**src/rtl/nibreg_pkg.sv**
```systemverilog
package nibreg_pkg;

    typedef enum logic [3:0] {
        OP_ADDR_LO  = 4'h0,
        OP_ADDR_HI  = 4'h1,
        OP_DATA_LO  = 4'h2,
        OP_DATA_WR  = 4'h3,
        OP_READ     = 4'h4,
        OP_READ_INC = 4'h5
    } op_e;

    // bit of the command byte that requests address increment on a read
    localparam int INC_FLAG_BIT = 4;

    typedef struct packed {
        logic       addr_lo;
        logic       addr_hi;
        logic       data_lo;
        logic       data_wr;
        logic       rd;
        logic       inc;
        logic [3:0] nib;
    } cmd_t;

    function automatic cmd_t decode_cmd(input logic [7:0] b, input logic fire);
        cmd_t c;
        c     = '0;
        c.nib = b[3:0];
        if (fire) begin
            case (b[7:4])
                OP_ADDR_LO:  c.addr_lo = 1'b1;
                OP_ADDR_HI:  c.addr_hi = 1'b1;
                OP_DATA_LO:  c.data_lo = 1'b1;
                OP_DATA_WR:  c.data_wr = 1'b1;
                OP_READ, OP_READ_INC: begin
                    c.rd  = 1'b1;
                    c.inc = b[INC_FLAG_BIT];
                end
                default: ;
            endcase
        end
        return c;
    endfunction

    function automatic logic [7:0] join_nibbles(input logic [3:0] hi, input logic [3:0] lo);
        return {hi, lo};
    endfunction

endpackage

```
**src/rtl/nibreg_decode.sv**
```systemverilog
module nibreg_decode
    import nibreg_pkg::*;
(
    input  logic [7:0] cmd_byte,
    input  logic       fire,
    output cmd_t       cmd
);
    always_comb cmd = decode_cmd(cmd_byte, fire);
endmodule

```
**src/rtl/nibreg_ptr.sv**
```systemverilog
module nibreg_ptr
    import nibreg_pkg::*;
(
    input  logic       clk,
    input  logic       rst,
    input  cmd_t       cmd,
    output logic [7:0] addr,
    output logic [3:0] hold
);
    always_ff @(posedge clk) begin
        if (rst) begin
            addr <= '0;
            hold <= '0;
        end else begin
            if (cmd.addr_lo) addr[3:0] <= cmd.nib;
            if (cmd.addr_hi) addr[7:4] <= cmd.nib;
            if (cmd.data_lo) hold <= cmd.nib;
            if (cmd.rd && cmd.inc) addr <= addr + 8'd1;
        end
    end

    // incrementing read steps the pointer by one (with wrap)
    a_r4_read_inc_steps: assert property (@(posedge clk) disable iff (rst)
        (cmd.rd && cmd.inc) |=> (addr == $past(addr) + 8'd1));

    // committing a write leaves the pointer in place
    a_r2_write_keeps_addr: assert property (@(posedge clk) disable iff (rst)
        cmd.data_wr |=> $stable(addr));
endmodule

```
**src/rtl/nibreg_bank.sv**
```systemverilog
module nibreg_bank #(
    parameter int         NUM_REGS = 16,
    parameter int         ID_ADDR  = 0,
    parameter logic [7:0] ID_VALUE = 8'hA6
) (
    input  logic       clk,
    input  logic       rst,
    input  logic       wr_en,
    input  logic [7:0] addr,
    input  logic [7:0] wr_data,
    output logic [7:0] rd_data
);
    localparam logic [8:0] LIMIT = 9'(NUM_REGS);

    logic [7:0] regs [NUM_REGS];

    for (genvar i = 0; i < NUM_REGS; i++) begin : g_reg
        if (i == ID_ADDR) begin : g_id
            assign regs[i] = ID_VALUE;
        end else begin : g_rw
            always_ff @(posedge clk) begin
                if (rst)
                    regs[i] <= '0;
                else if (wr_en && addr == 8'(i))
                    regs[i] <= wr_data;
            end
        end
    end

    always_comb begin
        rd_data = '0;
        for (int i = 0; i < NUM_REGS; i++)
            if (addr == 8'(i)) rd_data = regs[i];
    end

    // a write to an in-range writable register is visible on the next read
    a_r6_write_visible: assert property (@(posedge clk) disable iff (rst)
        (wr_en && ({1'b0, addr} < LIMIT) && addr != 8'(ID_ADDR))
        |=> (rd_data == $past(wr_data)));
endmodule

```
**src/rtl/nibreg_port.sv**
```systemverilog
module nibreg_port
    import nibreg_pkg::*;
#(
    parameter int         NUM_REGS = 16,
    parameter int         ID_ADDR  = 0,
    parameter logic [7:0] ID_VALUE = 8'hA6
) (
    input  logic       clk,
    input  logic       rst,
    input  logic       cmd_valid,
    output logic       cmd_ready,
    input  logic [7:0] cmd_byte,
    output logic       rsp_valid,
    input  logic       rsp_ready,
    output logic [7:0] rsp_byte
);
    cmd_t       cmd;
    logic       fire;
    logic [7:0] addr;
    logic [3:0] hold;
    logic [7:0] rd_data;

    assign cmd_ready = !rsp_valid;
    assign fire      = cmd_valid && cmd_ready;

    nibreg_decode i_decode (
        .cmd_byte (cmd_byte),
        .fire     (fire),
        .cmd      (cmd)
    );

    nibreg_ptr i_ptr (
        .clk  (clk),
        .rst  (rst),
        .cmd  (cmd),
        .addr (addr),
        .hold (hold)
    );

    nibreg_bank #(
        .NUM_REGS (NUM_REGS),
        .ID_ADDR  (ID_ADDR),
        .ID_VALUE (ID_VALUE)
    ) i_bank (
        .clk     (clk),
        .rst     (rst),
        .wr_en   (cmd.data_wr),
        .addr    (addr),
        .wr_data (join_nibbles(cmd.nib, hold)),
        .rd_data (rd_data)
    );

    always_ff @(posedge clk) begin
        if (rst) begin
            rsp_valid <= 1'b0;
            rsp_byte  <= '0;
        end else if (cmd.rd) begin
            rsp_valid <= 1'b1;
            rsp_byte  <= rd_data;
        end else if (rsp_valid && rsp_ready) begin
            rsp_valid <= 1'b0;
        end
    end

    // an accepted read raises the response in the following cycle
    a_r3_read_responds: assert property (@(posedge clk) disable iff (rst)
        cmd.rd |=> rsp_valid);

    // a pending, untaken response holds its byte
    a_r9_rsp_held: assert property (@(posedge clk) disable iff (rst)
        (rsp_valid && !rsp_ready) |=> (rsp_valid && $stable(rsp_byte)));

    // reading the identification address yields the fixed value
    a_r5_id_readback: assert property (@(posedge clk) disable iff (rst)
        (cmd.rd && addr == 8'(ID_ADDR)) |=> (rsp_byte == ID_VALUE));

    // unused opcodes leave pointer and pending nibble untouched
    a_r8_unused_no_effect: assert property (@(posedge clk) disable iff (rst)
        (fire && cmd_byte[7:4] >= 4'h6) |=> ($stable(addr) && $stable(hold)));
endmodule

```
**config.mk**
```make
export PLATFORM = sky130hd
export DESIGN_NAME = nibreg_port
export DESIGN_NICKNAME = d
export VERILOG_FILES = /design/src/rtl/nibreg_pkg.sv /design/src/rtl/nibreg_decode.sv /design/src/rtl/nibreg_ptr.sv /design/src/rtl/nibreg_bank.sv /design/src/rtl/nibreg_port.sv
export SDC_FILE = /design/constraint.sdc
export NUM_CORES = 1
export LEC_CHECK = 0
export BUFFER_PORTS_ARGS = -buffer_cell sky130_fd_sc_hd__buf_4
export CORE_MARGIN = 2
export CORE_UTILIZATION = 50
export CTS_CLUSTER_SIZE = 8
export DETAILED_ROUTE_END_ITERATION = 12
export MAX_ROUTING_LAYER = met4
export PLACE_DENSITY = 0.66
export SLEW_MARGIN = 15
export SYNTH_ARGS = -nofsm -noshare
export SYNTH_HDL_FRONTEND = slang
export SYNTH_SLANG_ARGS = --single-unit
```
**constraint.sdc**
```tcl
create_clock -name clk -period 2.65 [get_ports clk]
set_input_delay 0.53 -clock clk [delete_from_list [all_inputs] [get_ports clk]]
set_output_delay 0.53 -clock clk [all_outputs]
set_load 0.02 [all_outputs]
```
### Yosys cells after proc, flatten, opt, wreduce, memory -nomap -nowiden

Cells that the tools add are included.

| word-level totals | value |
|---|---|
| bits in read-only memories | 0 |
| memories | 0 |
| bits in registers | 141 |
| bits of input ports | 12 |
| latch bits | 0 |
| word-level logic and storage cells | 93 |
| memory bits (writable) | 0 |

| operators by class | value |
|---|---|
| reductions and logical operators | 25 |
| equality and inequality tests | 20 |
| divide/modulo/power cells | 0 |
| muxes and demuxes | 27 |
| shift-type cells | 0 |
| $add $sub $neg | 1 |
| $mul | 0 |
| magnitude comparators | 0 |
| bitwise gates (word level) | 0 |

Operator list:

| cell | number |
|---|---|
| 8-bit two-way mux | 17 |
| 8-bit by 4-bit equality test with 1-bit output (second input constant) | 8 |
| 8-bit by 3-bit equality test with 1-bit output (second input constant) | 4 |
| 1-bit logical AND | 18 |
| 8-bit by 2-bit equality test with 1-bit output (second input constant) | 2 |
| 8-bit by 1-bit adder with 8-bit output (second input constant) | 1 |
| 4-bit by 2-bit equality test with 1-bit output (second input constant) | 2 |
| 4-bit by 3-bit equality test with 1-bit output (second input constant) | 2 |
| 8-bit by 1-bit equality test with 1-bit output (second input constant) | 1 |
| 8-bit logical NOT | 1 |
| 4-bit two-way mux | 2 |
| 1-bit two-way mux | 6 |
| 6-bit two-way mux | 1 |
| 2-bit nonzero test | 3 |
| 4-bit by 1-bit equality test with 1-bit output (second input constant) | 1 |
| 4-bit logical NOT | 1 |
| 2-bit two-way mux | 1 |
| 2-bit OR reduction | 1 |
| 1-bit logical NOT | 1 |

### Depth between registers and ports, before layout

Gate-level depths: netlist (run 1).

| logic depth | value |
|---|---|
| word-level depth | 17 |
| depth in mapped cells | 11 |
| gate-level depth less buffers | 8 |

### Hierarchy

From an unflattened synthesis (run 1), not the netlist that was laid out.

| second synthesis, totals | value |
|---|---|
| cells, all modules | 767 |
| area total of the unflattened synthesis | 6774.0 um^2 |

Modules (own cells, without submodules):

| module | area each (um^2) | seq. area each (um^2) | times used | cells each |
|---|---|---|---|---|
| nibreg_bank | 5761.8 | 2402.3 | 1 | 655 |
| nibreg_ptr | 589.3 | 240.2 | 1 | 66 |
| nibreg_port | 331.6 | 180.2 | 1 | 32 |
| nibreg_decode | 91.3 | 0.0 | 1 | 14 |

### Worst setup path before layout (run 1)

No wires, ideal clock.

| timing path | value |
|---|---|
| path type | in2reg |
| from | input port cmd_byte[6] |
| to | register i_bank.regs[112] (netlist bit) |
| cell stages on the path | 7 |
| required time | 2522 ps |
| slack | 547 ps |
| arrival | 1975 ps |
| path buffers | 2 |
| library setup time | 128 ps |
| path through | clkbuf_1 nor4b_4 nand2_1 buf_2 nor2_4 mux2i_1 nor2_1 |

| on the way | value |
|---|---|
| cells in the longest elaborated chain, start to end | 4 |

RTL lines:

| what | RTL line | text |
|---|---|---|
| start: declaration | nibreg_port.sv:12 | `input logic [7:0] cmd_byte,` |
| 4-bit by 2-bit equality test with 1-bit output | nibreg_pkg.sv:30 | `case (b[7:4])` |
| 1-bit two-way mux | nibreg_pkg.sv:30 |  |
| 6-bit two-way mux | nibreg_pkg.sv:29 | `if (fire) begin` |
| 1-bit logical AND | nibreg_bank.sv:24 | `else if (wr_en && addr == 8'(i))` |
| end signal: indexed assignment | nibreg_bank.sv:25 | `regs[i] <= wr_data;` |
| end: declaration | nibreg_bank.sv:15 | `logic [7:0] regs [NUM_REGS];` |

No other way between the ends.
A chain may end at the register's enable or synchronous reset.

### Worst setup path in the final report (run 1)

| timing path | value |
|---|---|
| from | register i_ptr.addr[0] |
| to | register rsp_byte[0] |

| on the way | value |
|---|---|
| cells in the longest elaborated chain, start to end | 16 |
| elaborated cells on any way between the ends | 30 |

RTL lines:

| what | RTL line | text |
|---|---|---|
| start: declaration | nibreg_ptr.sv:7 | `output logic [7:0] addr,` |
| start signal: assignment | nibreg_ptr.sv:15 | `if (cmd.addr_lo) addr[3:0] <= cmd.nib;` |
| start signal: assignment | nibreg_ptr.sv:18 | `if (cmd.rd && cmd.inc) addr <= addr + 8'd1;` |
| 8-bit by 1-bit equality test with 1-bit output | nibreg_bank.sv:33 | `if (addr == 8'(i)) rd_data = regs[i];` |
| 8-bit two-way mux (14 in a row) | nibreg_bank.sv:33 |  |
| 8-bit two-way mux * | nibreg_bank.sv:33 |  |
| end signal: assignment | nibreg_port.sv:59 | `rsp_byte <= rd_data;` |
| end: declaration | nibreg_port.sv:15 | `output logic [7:0] rsp_byte` |

Mark *: on every way between the ends. The rest lies on a longest branch, timed or not.

==> results_dict.tcl, run 1 <==
set metrics [dict create \
    htree_levels 4 \
    drtIter0Drc 746 \
    tns_ps 0 \
    wl_um 20290 \
    final.setup_skew_ps 9.108 \
    worst_path_most_repeated_cell "buf_4" \
    finalHoldViolations 0 \
    initial_core_util_pct 50.60 \
    cts-root-buf "clkbuf_16" \
    area_growth_syn_to_layout_pct 13.77 \
    drt-pass1-iter-count 6 \
    place_congestion 0.8999 \
    path_clk_slew_ps 60 \
    synth.distinct_cells 58 \
    gr-usage-all-layers_pct 29.10 \
    cp_slowest_stage_delay_ps 560 \
    arrival_ps 2850 \
    clk_latency_ps 430 \
    fin_crit_ps 2542 \
    vdd_drop_max_mv 0.4414 \
    fin_ws_ps 108.2 \
    layout_common_cells "dfxtp_1 (141), nor2_1 (133), nand2_1 (114)" \
    grt_pass1_wl_um 32130 \
    io_pins 22 \
    grt_max_degree 142 \
    tritoncts "yes" \
    synth_edf_count 0 \
    post_drt_wl_per_cell_um 19.07 \
    ys_seq_area_share_pct 40.66 \
    antenna_found_initial 0 \
    die_h_um 121.8 \
    finalHoldWorstSlack_ps 374.4 \
    vias 6394 \
    diodes 0 \
    cts_max_path_buffers 2 \
    relSlewSlack_pct 41.34 \
    gr-total-overflow 0 \
    met1_usage_pct 37.05 \
    place_ws_ps 170.3 \
    ant_nets 0 \
    worstPathMaxFanout 15 \
    drc 0 \
    outcome "finished, final reports clean" \
    dpl-instance-area_um2 7315 \
    hold_buffers 0 \
    synth-seq-cells 141 \
    power_mw 4.764 \
    cts_buffers 17 \
    maxCapViolCount 0 \
    grt_pass1_vias 6070 \
    hpwlAfterDp_um 13040 \
    fin_nets 887 \
    critical_path.cell_chain "inv_1 -> ha_2 -> buf_4 -> nand3b_1 -> a21oi_1 -> a2111oi_0 -> nor4_1 -> buf_4 -> nor2_1 -> o31ai_1" \
    ys_warn_count 0 \
    period_share_pct 95.92 \
    final_common_cell "dfxtp_1" \
    synth_cells 873 \
    routed_via_density 6.009 \
    rsz0062_at_grt "no" \
    worstSetupStartpointType "register" \
    timing.final.max_slew_violations 0 \
    synthFlopType "dfxtp_1" \
    dp.cells 1032 \
    design_area_um2 7898 \
    syn_area_per_cell_um2 7.951 \
    finalNonFillerCells 1064 \
    async_flop_share_pct 0 \
    grt-busiest-layer "met2" \
    clock-sinks 141 \
    p_leak_nw 2.611 \
    met2_usage_pct 45.95 \
    drive_above_1_share_pct 12.22 \
    path_buf_inv 3 \
    fmax_mhz 393.4 \
    io_buffers 21 \
    critPathKind "reg -> reg" \
    hold_path_class "in -> reg" \
    syn-num-nets 889 \
    slowest_stage "a2111oi_0" \
    grt_use_met3_pct 6.133 \
    tightest_slew_ps 878.8 \
    crit_family "compound AO/OA/AOI/OAI gates" \
    worstPathRequired_ps 2960 \
    dieWidth_um 121.8 \
    final_core_util_pct 57.57 \
    worstSetupEndpointType "register" \
    die-area_um2 14840 \
    cellPowerDensity_nw_per_um2 603.2 \
    netlist_area_um2 6942 \
    row_count 43 \
    coreArea_um2 13720 \
    setup_viol 0 \
]
==> layer usage <==
metal	share of wire [%]	vias up
li1	-	3027
met1	44	3035
met2	47	300
met3	7.5	32
met4	1.6	0
met5	0	-
==> cell usage after synthesis, drive strengths merged, types with 3 or more instances <==
cell,n,share of area [%]
and3,4,0.36
mux2i,85,12
o22a,3,0.38
nand3,12,0.94
nand3b,10,1.1
o31ai,5,0.54
nor3b,3,0.32
a211oi,5,0.54
nor3,9,0.96
o22ai,10,0.90
nand2b,6,0.54
o211ai,4,0.43
nor2,144,8.6
nor4b,3,0.68
nor4,6,0.72
ha,4,0.72
a21oi,88,6.3
nor2b,9,0.81
a22oi,6,0.65
a221oi,13,1.6
o21ai,62,4.5
dfxtp,141,41
nand2,114,6.2
buf,20,1.4
inv,20,1.1
clkbuf,53,2.9
and2,4,0.36
a32o,3,0.43
==> power by group <==
part / internal [mW] / switching [mW] / leakage, nW / total [mW]
Combinational: 0.0929 / 0.200 / 1.20 / 0.293
Clock: 1.37 / 0.962 / 0.276 / 2.33
Sequential: 2.13 / 0.0134 / 1.14 / 2.14
Total: 3.59 / 1.18 / 2.61 / 4.76
==> worst min-delay path, delay by kind of cell <==
kind	cells	cell delay, ps
buffers and inverters	1	70
AOI/OAI and AO/OA	1	60
and+or+nand+nor	1	90
==> repair_timing <==
| item | in CTS | in global routing |
|---|---|---|
| buffers inserted | 0 | 0 |
| setup endpoints to repair | 0 | 2 |
| gates resized for setup | 0 | 2 |
==> worst paths after layout <==
check | startpoint | endpoint | slack [ps] | depth (start not counted)
setup reg to reg | i_ptr.addr[0] | rsp_byte[0] | 110 | 10
setup / recovery | i_ptr.addr[0] | rsp_byte[0] | 110 | 10
hold / removal | rsp_ready | rsp_valid | 370 | 3
hold reg to reg | i_bank.regs[63] | i_bank.regs[63] | 460 | 2
==> kinds of logic (layout without fill, tap and decap cells) <==
kind of cell,count (synthesis),in the layout,synth area share (%)
mux,85,85,12.26
flops,141,141,40.66
compound gates,218,218,18.67
fa+ha+maj,4,4,0.7210
buf+inv,93,104,5.371
simple gates,332,332,22.31
==> sequential cells by signal (all words and copies together), names as in the netlist <==
| name | cells |
|---|---|
| i_ptr.addr | 8 |
| rsp_valid | 1 |
| i_ptr.hold | 4 |
| rsp_byte | 8 |
| i_bank.regs | 120 |
==> final cells by class <==
cell class / count / area (um^2)
inverters: 20 / 75.07
multi-input cells: 639 / 3755
flip-flops and latches: 141 / 2823
clock buffers: 20 / 466.7
clock inverters: 12 / 112.6
repair buffers: 52 / 440.4
well taps: 180 / 225.2
fillers: 1228 / 5822
Note: power is estimated with default switching activity, not from simulation.
==> inputs of run 2 (changes only) <==
--- a/config.mk
+++ b/config.mk
@@ -12,6 +12,7 @@
 export DETAILED_ROUTE_END_ITERATION = 12
 export MAX_ROUTING_LAYER = met4
 export PLACE_DENSITY = 0.66
+export SETUP_SLACK_MARGIN = 0.15
 export SLEW_MARGIN = 15
 export SYNTH_ARGS = -nofsm -noshare
 export SYNTH_HDL_FRONTEND = slang
==> results_dict.tcl, run 2 (same netlist as run 1, synthesis figures left out) <==
set metrics [dict create \
    htree_levels 4 \
    vias 6455 \
    path_buf_inv 3 \
    io_pins 22 \
    period_share_pct 94.10 \
    pwr-share-comb_pct 6.3 \
    slowest_stage "a2111oi_1" \
    worstHoldStart "rsp_ready" \
    clock-sinks 141 \
    p_seq_share_pct 44.9 \
    grt_pass1_wl_um 32130 \
    dieWidth_um 121.8 \
    tns_ps 0 \
    post_drt_wl_per_cell_um 19.24 \
    drc 0 \
    io_buffers 21 \
    gr-total-overflow 0 \
    row_count 43 \
    hpwlAfterDp_um 13040 \
    clock_power_share_pct 48.8 \
    timing.final.max_slew_violations 0 \
    grt_pass1_vias 6070 \
    drt-pass1-iter-count 5 \
    timing.critical_path.from "i_ptr.addr[0]" \
    initial_core_util_pct 50.60 \
    diodes 0 \
    drtIter0Drc 824 \
    rsz0062_at_grt "yes" \
    gr-usage-all-layers_pct 29.10 \
    p_sw_share_pct 24.59 \
    p_leak_nw 2.613 \
    crit_family "compound AO/OA/AOI/OAI gates" \
    area_growth_syn_to_layout_pct 14.08 \
    final.setup_skew_ps 9.618 \
    top_regs "i_bank.regs x120, i_ptr.addr x8, rsp_byte x8" \
    tritoncts "yes" \
    antenna_found_initial 0 \
    worstSetupEndpointType "register" \
    tightest_slew_ps 901.3 \
    r2r-start "i_ptr.addr[0]" \
    fmax_mhz 401.0 \
    outcome "finished, final reports clean" \
    path_clk_slew_ps 60 \
    die-area_um2 14840 \
    ant_nets 0 \
    vdd_drop_max_mv 0.4416 \
    fin_nets 887 \
    p_sw_mw 1.171 \
    fin_crit_ps 2494 \
    worstPathRequired_ps 2960 \
    cp_slowest_stage_delay_ps 500 \
    critPathKind "reg -> reg" \
    grt_max_degree 142 \
    wl_um 20480 \
    finalHoldViolations 0 \
    coreArea_um2 13720 \
    largest_reg_flops 120 \
    worstSetupStartpointType "register" \
    critical_path.cell_chain "inv_1 -> ha_2 -> buf_4 -> nand3b_1 -> a21oi_1 -> a2111oi_1 -> nor4_1 -> buf_4 -> nor2_1 -> o31ai_1" \
    final_common_cell "dfxtp_1" \
    worst_path_most_repeated_cell "buf_4" \
    postCtsSetupBuffers 0 \
    die_h_um 121.8 \
    cts_max_path_buffers 2 \
    layout_common_cells "dfxtp_1 (141), nor2_1 (133), nand2_1 (113)" \
    drive_above_1_share_pct 12.78 \
    hold_path_class "in -> reg" \
    internal-power_mw 3.591 \
    arrival_ps 2800 \
    cellPowerDensity_nw_per_um2 601.3 \
    top_register "i_bank.regs" \
    final_core_util_pct 57.72 \
    worstPathMaxFanout 15 \
    cts_buffers 17 \
    maxCapViolCount 0 \
    setup_viol 0 \
    routed_via_density 6.067 \
    clk_latency_ps 430 \
    place_congestion 0.8999 \
    hold_buffers 0 \
    cts-root-buf "clkbuf_16" \
    fillCellCount 1225 \
    relSlewSlack_pct 39.83 \
]
## run 2: cell counts in the layout (fill, tap and decap cells not counted)
No cell type changed its count.
## run 2: power groups by stage
stage | Combinational (mW) | Sequential (mW) | Clock [mW]
final | 0.298 | 2.14 | 2.32
after floorplan | 0.180 | 2.18 | 0
after detailed placement | 0.285 | 2.19 | 0
after global placement | 0.280 | 2.19 | 0
after CTS | 0.286 | 2.14 | 2.34
after global routing | 0.315 | 2.14 | 2.44
## run 2: layout make-up
| cell class | count | area [um^2] | share of cell area (%) |
|---|---|---|---|
| Multi-Input combinational cell | 639 | 3776 | 47.69 |
| Sequential cell | 141 | 2823 | 35.65 |
| Tap cell | 180 | 225.2 | 2.844 |
| Clock inverter | 12 | 112.6 | 1.422 |
| Timing Repair Buffer | 52 | 440.4 | 5.562 |
| Clock buffer | 20 | 466.7 | 5.894 |
| Inverter | 20 | 75.07 | 0.9480 |
## run 2: repair_timing
action                                 in CTS  in global routing
setup endpoints to repair                   0                  9
endpoints found under the hold margin       0                  0
gates resized for setup                     0                  8
## run 2: per-layer routing
| metal | up-vias | global-route usage [%] | part of all wire (%) |
|---|---|---|---|
| li1 | 3026 | - | - |
| met1 | 3113 | 37.05 | 44 |
| met2 | 284 | 45.95 | 47 |
| met3 | 32 | 6.133 | 7.8 |
| met4 | 0 | 10.20 | 1.4 |
| met5 | - | - | 0 |
## run 2: final timing paths
path	end	slack, ps	cells past startpoint
worst max register to register	rsp_byte[0]	160	10
worst min-delay path	rsp_valid	370	3
worst min register to register	i_bank.regs[63]	460	2
worst max-delay path	rsp_byte[0]	160	10
## run 2: metrics by stage
stage	total power, mW	hold slack (ps)	std cells	cell area, um^2	worst slack [ps]
global placement	2.466	440.2	1032	7315	237.1
floorplan	2.362	432.1	873	6942	547.2
finish	4.762	374.8	1064	7919	156.4
CTS	4.770	359.8	1064	7894	170.3
global route	4.893	385.5	1064	7919	76.86
detailed placement	2.471	451.4	1032	7315	170.3
## run 2: worst register-to-register path: stages (launching register included)
cell and delay [ps]:
dfxtp_1 380, inv_1 130, ha_2 420, buf_4 250
nand3b_1 120, a21oi_1 80, a2111oi_1 500, nor4_1 110
buf_4 170, nor2_1 120, o31ai_1 90
